==> src/rtl/srq_pkg.sv <==
package srq_pkg;

   localparam int CODE_W = 6;

   typedef enum logic {
      SYNC_A  = 1'b0,
      SYNC_AB = 1'b1
   } sync_mode_e;

   typedef struct packed {
      logic              vld;
      logic              fin;
      logic [CODE_W-1:0] code;
   } rpt_t;

endpackage

==> src/rtl/srq_dim_cnt.sv <==
// Down counter for one transfer dimension: loaded at arm, reloaded on wrap.
module srq_dim_cnt #(
   parameter int CW = 16
) (
   input  logic          clk,
   input  logic          rst_n,
   input  logic          load_i,
   input  logic [CW-1:0] load_val_i,
   input  logic [CW-1:0] reload_val_i,
   input  logic          step_i,
   output logic [CW-1:0] cnt_o,
   output logic          is_one_o
);

   localparam logic [CW-1:0] ONE = CW'(1);

   logic [CW-1:0] cnt_q;

   assign is_one_o = (cnt_q == ONE);
   assign cnt_o    = cnt_q;

   always_ff @(posedge clk) begin
      if (!rst_n) begin
         cnt_q <= '0;
      end else if (load_i) begin
         cnt_q <= load_val_i;
      end else if (step_i) begin
         if (is_one_o) cnt_q <= reload_val_i;
         else          cnt_q <= cnt_q - ONE;
      end
   end

endmodule

==> src/rtl/srq_cfg_reg.sv <==
// Run settings captured at arm time.
module srq_cfg_reg
   import srq_pkg::*;
#(
   parameter int CW = 16
) (
   input  logic              clk,
   input  logic              rst_n,
   input  logic              load_i,
   input  logic              mode_i,
   input  logic [CW-1:0]     bcnt_i,
   input  logic [CODE_W-1:0] code_i,
   input  logic              fin_ie_i,
   input  logic              mid_ie_i,
   output sync_mode_e        mode_o,
   output logic [CW-1:0]     bcnt_o,
   output logic [CODE_W-1:0] code_o,
   output logic              fin_ie_o,
   output logic              mid_ie_o
);

   always_ff @(posedge clk) begin
      if (!rst_n) begin
         mode_o   <= SYNC_A;
         bcnt_o   <= '0;
         code_o   <= '0;
         fin_ie_o <= 1'b0;
         mid_ie_o <= 1'b0;
      end else if (load_i) begin
         mode_o   <= sync_mode_e'(mode_i);
         bcnt_o   <= bcnt_i;
         code_o   <= code_i;
         fin_ie_o <= fin_ie_i;
         mid_ie_o <= mid_ie_i;
      end
   end

endmodule

==> src/rtl/srq_rpt_pipe.sv <==
// Fixed-latency delay line from request stage to completion report.
module srq_rpt_pipe
   import srq_pkg::*;
#(
   parameter int LAT = 2
) (
   input  logic clk,
   input  logic rst_n,
   input  rpt_t d_i,
   output rpt_t q_o
);

   generate
      if (LAT == 1) begin : g_single
         rpt_t r_q;
         always_ff @(posedge clk) begin
            if (!rst_n) r_q <= '0;
            else        r_q <= d_i;
         end
         assign q_o = r_q;
      end else begin : g_chain
         rpt_t st_q [LAT];
         always_ff @(posedge clk) begin
            if (!rst_n) begin
               for (int i = 0; i < LAT; i++) st_q[i] <= '0;
            end else begin
               st_q[0] <= d_i;
               for (int i = 1; i < LAT; i++) st_q[i] <= st_q[i-1];
            end
         end
         assign q_o = st_q[LAT-1];
      end
   endgenerate

endmodule

==> src/rtl/srq_seq.sv <==
module srq_seq
   import srq_pkg::*;
#(
   parameter int CW      = 16,
   parameter int RPT_LAT = 2
) (
   input  logic              clk,
   input  logic              rst_n,
   input  logic              arm_i,
   input  logic              mode_i,
   input  logic [CW-1:0]     acnt_i,
   input  logic [CW-1:0]     bcnt_i,
   input  logic [CW-1:0]     ccnt_i,
   input  logic [CODE_W-1:0] code_i,
   input  logic              fin_ie_i,
   input  logic              mid_ie_i,
   input  logic              sync_i,
   output logic              req_o,
   output logic              req_last_o,
   output logic              rpt_o,
   output logic              rpt_final_o,
   output logic [CODE_W-1:0] rpt_code_o,
   output logic              done_o
);

   localparam int NDIM  = 2;   // index 0: arrays in a frame, 1: frames
   localparam int DIM_B = 0;
   localparam int DIM_C = 1;

   generate
      if (CW < 2 || CW > 32) begin : g_bad_cw
         $error("srq_seq: CW must lie in 2..32");
      end
      if (RPT_LAT < 1 || RPT_LAT > 8) begin : g_bad_lat
         $error("srq_seq: RPT_LAT must lie in 1..8");
      end
   endgenerate

   // settings
   sync_mode_e        cfg_mode;
   logic [CW-1:0]     cfg_bcnt;
   logic [CODE_W-1:0] cfg_code;
   logic              cfg_fin, cfg_mid;

   srq_cfg_reg #(.CW(CW)) u_cfg (
      .clk      (clk),
      .rst_n    (rst_n),
      .load_i   (arm_i),
      .mode_i   (mode_i),
      .bcnt_i   (bcnt_i),
      .code_i   (code_i),
      .fin_ie_i (fin_ie_i),
      .mid_ie_i (mid_ie_i),
      .mode_o   (cfg_mode),
      .bcnt_o   (cfg_bcnt),
      .code_o   (cfg_code),
      .fin_ie_o (cfg_fin),
      .mid_ie_o (cfg_mid)
   );

   // run control
   logic active_q;
   logic fire, last;
   logic cnt_ok;

   assign cnt_ok = (|acnt_i) & (|bcnt_i) & (|ccnt_i);
   assign fire   = active_q & sync_i & ~arm_i;

   // dimension counters
   logic [CW-1:0] dim_load  [NDIM];
   logic [CW-1:0] dim_rel   [NDIM];
   logic          dim_step  [NDIM];
   logic [CW-1:0] dim_cnt   [NDIM];
   logic          dim_one   [NDIM];

   assign dim_load[DIM_B] = bcnt_i;
   assign dim_rel [DIM_B] = cfg_bcnt;
   assign dim_step[DIM_B] = fire & (cfg_mode == SYNC_A);
   assign dim_load[DIM_C] = ccnt_i;
   assign dim_rel [DIM_C] = '0;
   assign dim_step[DIM_C] = fire & ((cfg_mode == SYNC_AB) | dim_one[DIM_B]);

   generate
      for (genvar d = 0; d < NDIM; d++) begin : g_dim
         srq_dim_cnt #(.CW(CW)) u_cnt (
            .clk          (clk),
            .rst_n        (rst_n),
            .load_i       (arm_i),
            .load_val_i   (dim_load[d]),
            .reload_val_i (dim_rel[d]),
            .step_i       (dim_step[d]),
            .cnt_o        (dim_cnt[d]),
            .is_one_o     (dim_one[d])
         );
      end
   endgenerate

   logic [CW-1:0] frames_left;
   assign frames_left = dim_cnt[DIM_C];

   always_comb begin
      if (cfg_mode == SYNC_AB) last = dim_one[DIM_C];
      else                     last = dim_one[DIM_B] & dim_one[DIM_C];
   end

   always_ff @(posedge clk) begin
      if (!rst_n) begin
         active_q <= 1'b0;
      end else if (arm_i) begin
         active_q <= cnt_ok;
      end else if (fire && last) begin
         active_q <= 1'b0;
      end
   end

   // request stage
   logic              req_q, req_last_q, rv_q;
   logic [CODE_W-1:0] rc_q;

   always_ff @(posedge clk) begin
      if (!rst_n) begin
         req_q      <= 1'b0;
         req_last_q <= 1'b0;
         rv_q       <= 1'b0;
         rc_q       <= '0;
      end else begin
         req_q      <= fire;
         req_last_q <= fire & last;
         rv_q       <= fire & (last ? cfg_fin : cfg_mid);
         rc_q       <= cfg_code;
      end
   end

   // report delay
   rpt_t rpt_d, rpt_q;

   assign rpt_d.vld  = rv_q;
   assign rpt_d.fin  = req_last_q;
   assign rpt_d.code = rc_q;

   srq_rpt_pipe #(.LAT(RPT_LAT)) u_pipe (
      .clk   (clk),
      .rst_n (rst_n),
      .d_i   (rpt_d),
      .q_o   (rpt_q)
   );

   assign req_o       = req_q;
   assign req_last_o  = req_last_q;
   assign rpt_o       = rpt_q.vld;
   assign rpt_final_o = rpt_q.vld & rpt_q.fin;
   assign rpt_code_o  = rpt_q.code;
   assign done_o      = ~active_q | (frames_left == '0);

endmodule

==> config.mk <==
export PLATFORM = sky130hd
export DESIGN_NAME = srq_seq
export DESIGN_NICKNAME = d
export VERILOG_FILES = /design/src/rtl/srq_pkg.sv /design/src/rtl/srq_dim_cnt.sv /design/src/rtl/srq_cfg_reg.sv /design/src/rtl/srq_rpt_pipe.sv /design/src/rtl/srq_seq.sv
export SDC_FILE = /design/constraint.sdc
export NUM_CORES = 1
export LEC_CHECK = 0
export ABC_AREA = 1
export CORE_MARGIN = 5
export CORE_UTILIZATION = 53
export DETAILED_ROUTE_END_ITERATION = 10
export DONT_BUFFER_PORTS = 1
export PLACE_DENSITY = 0.66
export SETUP_SLACK_MARGIN = 0.2
export SLEW_MARGIN = 20
export SYNTH_ARGS = -nofsm -noshare
export SYNTH_HDL_FRONTEND = slang
export SYNTH_SLANG_ARGS = --single-unit
export TNS_END_PERCENT = 1
==> constraint.sdc <==
create_clock -name clk -period 3.41 [get_ports clk]
set_input_delay 0.341 -clock clk [delete_from_list [all_inputs] [get_ports clk]]
set_output_delay 0.341 -clock clk [all_outputs]
set_load 0.05 [all_outputs]
---- Word level (Yosys, flattened, before mapping) ----
Memories as Yosys holds them, arrays and structs flattened.
Cells that the tools add are included.
cells by class
  bitwise logic cells ..................... 17
  reduce and logical (&&, ||, !) cells .... 8
  add/sub/neg operators ................... 2
  eq/ne operators ......................... 2
  multiplexer cells ....................... 14
operator list
  kind                   number
  $mux 16                6
  $reduce_or 16->1       3
  $eq 16x1->1 const B    2
  $sub 16x1->16 const B  2
  $logic_not 16->1       1
  $mux 8                 2
  $and 1x1->1            10
  $mux 1                 6
  $reduce_bool 2->1      3
  $or 1x1->1             4
  $not 1->1              3
  $logic_and 1x1->1      1
word-level totals
  output and inout bits ................... 11
  register bits after elaboration ......... 67
  bits in writable memories ............... 16
  word-level logic and storage cells ...... 56
  bits of input ports ..................... 61
  memories kept ........................... 1
memories
  memory               words  bits a word  rd ports  clocked after memory_dff  write ports  line                text
  u_pipe.g_chain.st_q  2      8            2         0                         2            srq_rpt_pipe.sv:22  rpt_t st_q [LAT];

---- Logic depth before layout (Yosys ltp) ----
  depth in word-level cells ............... 6
  depth in mapped cells ................... 11
  depth with buffers taken out ............ 11

---- Hierarchy ----
A second synthesis with hierarchy kept.
unflattened totals
  cell total of the unflattened synthesis .. 778
  area, all modules ....................... 5,103.6 µm²
modules (own cells, without submodules)
  module        instances  sequential area each (µm²)  cells each  area each (µm²)
  srq_dim_cnt   2          320.3                       232         1,466.4
  srq_cfg_reg   1          500.5                       159         1,068.5
  srq_seq       1          200.2                       97          558.0
  srq_rpt_pipe  1          320.3                       58          544.3

---- Worst setup path before layout ----
Ideal clock, no wire load.
  path type ............................... reg2out
  start point ............................. reg g_dim[1].u_cnt.cnt_q[2]
  end point ............................... out done_o
  stages on the path, launching flop included .. 6
  path slack .............................. 1.946 ns
  data required time ...................... 3.069 ns
  data arrival time ....................... 1.123 ns
  path buffers ............................ 0
  path through ............................ dfxtp_1 > nor2_1 > inv_1 > nor2_1 > nand3_1 > nand2_1
on the way
  word-level cells in the longest chain between the ends .. 2
RTL lines
  element                 line               text
  start, declared         srq_dim_cnt.sv:17  logic [CW-1:0] cnt_q;
  start signal, assigned  srq_dim_cnt.sv:26  cnt_q <= load_val_i;
  start signal, assigned  srq_dim_cnt.sv:28  if (is_one_o) cnt_q <= reload_val_i;
  start signal, assigned  srq_dim_cnt.sv:29  else cnt_q <= cnt_q - ONE;
  $logic_not 16->1        srq_seq.sv:153     assign done_o = ~active_q | (frames_left == '0);
  $or 1x1->1              srq_seq.sv:153
  end, declared           srq_seq.sv:23      output logic done_o
No other way between the ends.

---- Worst setup path in the final report ----
  start point ............................. reg g_dim[1].u_cnt.cnt_q[5]
  end point ............................... out done_o
The elaborated chain is that of the path after synthesis.

==> reports/metrics.cfg <==
[worst_setup_path]
critPathCaptureType=primary output
worst_ep_arrival_time_ns=1.66
path_max_fanout=6
start_kind=register
crit_chain=nor2_1, nand2_1, nor2_1, nand3_1, nand2_1
slowest_delay_ns=0.39
slowest_stage=dfxtp_1
path_buf_inv=0
cpLargestDelayFamily=simple AND/OR/NAND/NOR gates
worstSetupPathType=register to primary output
cp.required_ns=3.07

[clock_tree]
clock_path_buffers=2
cts_hold_buf=0
clk_pin_slew_ns=0.09
post_cts_buffers=0
root_buffer=clkbuf_8
cts_tree=built
htreeDepth=3
cts_sinks=83
worstSkewPairLatency_ns=0.37
cts-buffers-inserted=9
cts.repair.resized=0

[status]
status=finished clean

[floorplanning]
ios=72
die_h_microns=101
die_area_sq_um=10100
placement_rows=33
initial_utilization_pct=53.8
fp.coreArea_sq_um=8090
die_width_microns=101

[synth]
syn-num-nets=728
ys_seq_area_share_pct=38.2
netlist_area_sq_um=4350
synth_cell_types=35
netlist_instances=662
synthArstFlopShare_pct=0
synth-seq-cells=83
yosysWarnings=0
avgSynthCellArea_sq_um=6.57
synth_edf_count=0
ys.flop_type=dfxtp_1

[power]
p_per_area_nw_per_um2=485
p_leak_uw=0.00213
vdd_drop_max_mv=0.224

[drt]
postRouteAntennaNets=0
firstDrtPassIters=4
drt-total-wl_microns=10600
num_vias=3992
viasPerCell=5.29
post_drt_wl_per_cell_microns=14.0
drtIter0Drc=156
drc=0

[global_routing]
grt_pass1_wl_microns=17500
grt_usage_pct=21.6
grt_pass1_vias=3688
antenna_found_initial=0
grt_max_degree=55
grt.overflow.total=0

[sta]
final-hold-violation-count=0
fmax_ghz=0.501
setup-violations-final=0
rsz0062_at_grt=no
tightestPinTransition_ns=0.609
fin_ws_ns=1.41
skew_ns=0.0105
drv_slew=0
slew_headroom_pct=59.2
fin_crit_sh_pct=58.5
final.min_clock_period_ns=2.00
fin_setup_tns_ns=0

[run]
drv_cap=0

[cells_and_area]
final_layout_size_suffix_gt1_share_pct=7.85
syn2layout_area_growth_pct=3.65
ff_latch_area_sq_um=1660
final_common_cell=nand2_1
fin_util_pct=55.7
multi_input_area_sq_um=2300
antenna_cells=0
final_cell_mix=nand2_1, nor2_1, dfxtp_1
final_nets=711
fillers=858

[place]
pre_cts_ws_ns=1.69
hpwl_microns=7710
place_congestion=0.885
port_buffers=0

[min_path]
hp-class=input pin to register

[synth_stat cells (7+ instances only)]
| cell type | n | share of area (%) |
|---|---|---|
| a21oi_1 | 39 | 4.5 |
| buf_4 | 9 | 1.6 |
| clkbuf_1 | 11 | 0.95 |
| nand2_2 | 7 | 1.0 |
| nand3_1 | 37 | 4.3 |
| inv_1 | 54 | 4.7 |
| dfxtp_1 | 83 | 38 |
| nand2_1 | 202 | 17 |
| nand4_1 | 16 | 2.3 |
| a31oi_1 | 7 | 1.0 |
| o21ai_0 | 34 | 3.9 |
| nor2_1 | 99 | 8.5 |
| nor2_2 | 11 | 1.6 |
[per-layer routing]
layer	vias up	routed length [microns]	global-route usage (%)
li1	2069	-	-
met1	1850	4850	28.0
met2	61	5070	35.0
met3	12	517	5.61
met4	0	162	6.74
met5	-	0	0
[sequential cells by signal, indices dropped and copies added (netlist names)]
signal and flops:
rc_q 6, u_cfg.mid_ie_o 1, u_cfg.code_o 6, rv_q 1, req_o 1, g_dim.u_cnt.cnt_o 32, active_q 1, u_pipe.g_chain.st_q 16
u_cfg.fin_ie_o 1, u_cfg.bcnt_o 16, u_cfg.mode_o 1, req_last_o 1
[where the power goes]
part | leakage [uW] | switching, uW | internal [uW]
logic | 0.00136 | 252 | 141
clock network | 0.0000922 | 426 | 285
registers | 0.000683 | 56.6 | 1030
total | 0.00213 | 734 | 1450
[metrics by stage]
step / power (uW) / instances / hold slack, ns / instance area [sq um]
final: 2190 / 755 / 0.0654 / 4510
after global placement: 1490 / 739 / 0.393 / 4320
after detailed placement: 1490 / 739 / 0.394 / 4320
after CTS: 2200 / 755 / 0.0523 / 4510
after global routing: 2310 / 755 / 0.0510 / 4510
after floorplan: 1430 / 662 / 0.390 / 4350
[cells by family after synthesis]
group / after synthesis / synth area share, %
AOI/OAI and AO/OA: 92 / 12.0
xor gates and xnor gates: 7 / 1.41
adders and majority gates: 5 / 1.44
buffers and inverters: 87 / 9.00
DFF: 83 / 38.2
and+or+nand+nor: 388 / 38.0
[worst paths after layout]
kind | depth (start not counted) | endpoint | startpoint | slack (ns)
setup reg to reg | 7 | g_dim[0].u_cnt.cnt_o[10] | active_q | 1.68
hold / removal | 2 | u_pipe.g_chain.st_q[0][8] | rst_n | 0.07
setup / recovery | 5 | done_o | g_dim[1].u_cnt.cnt_o[5] | 1.41
hold reg to reg | 2 | u_pipe.g_chain.st_q[0][8] | u_pipe.g_chain.st_q[0][0] | 0.42
[cell type report]
cell class	instances	share of cell area, %
Tap cell	105	2.91
Clock buffer	9	2.75
Inverter	57	4.74
Multi-Input combinational cell	492	51.0
Sequential cell	83	36.8
Timing Repair Buffer	2	0.333
Clock inverter	7	1.47
(Power assumes the default switching activity.)
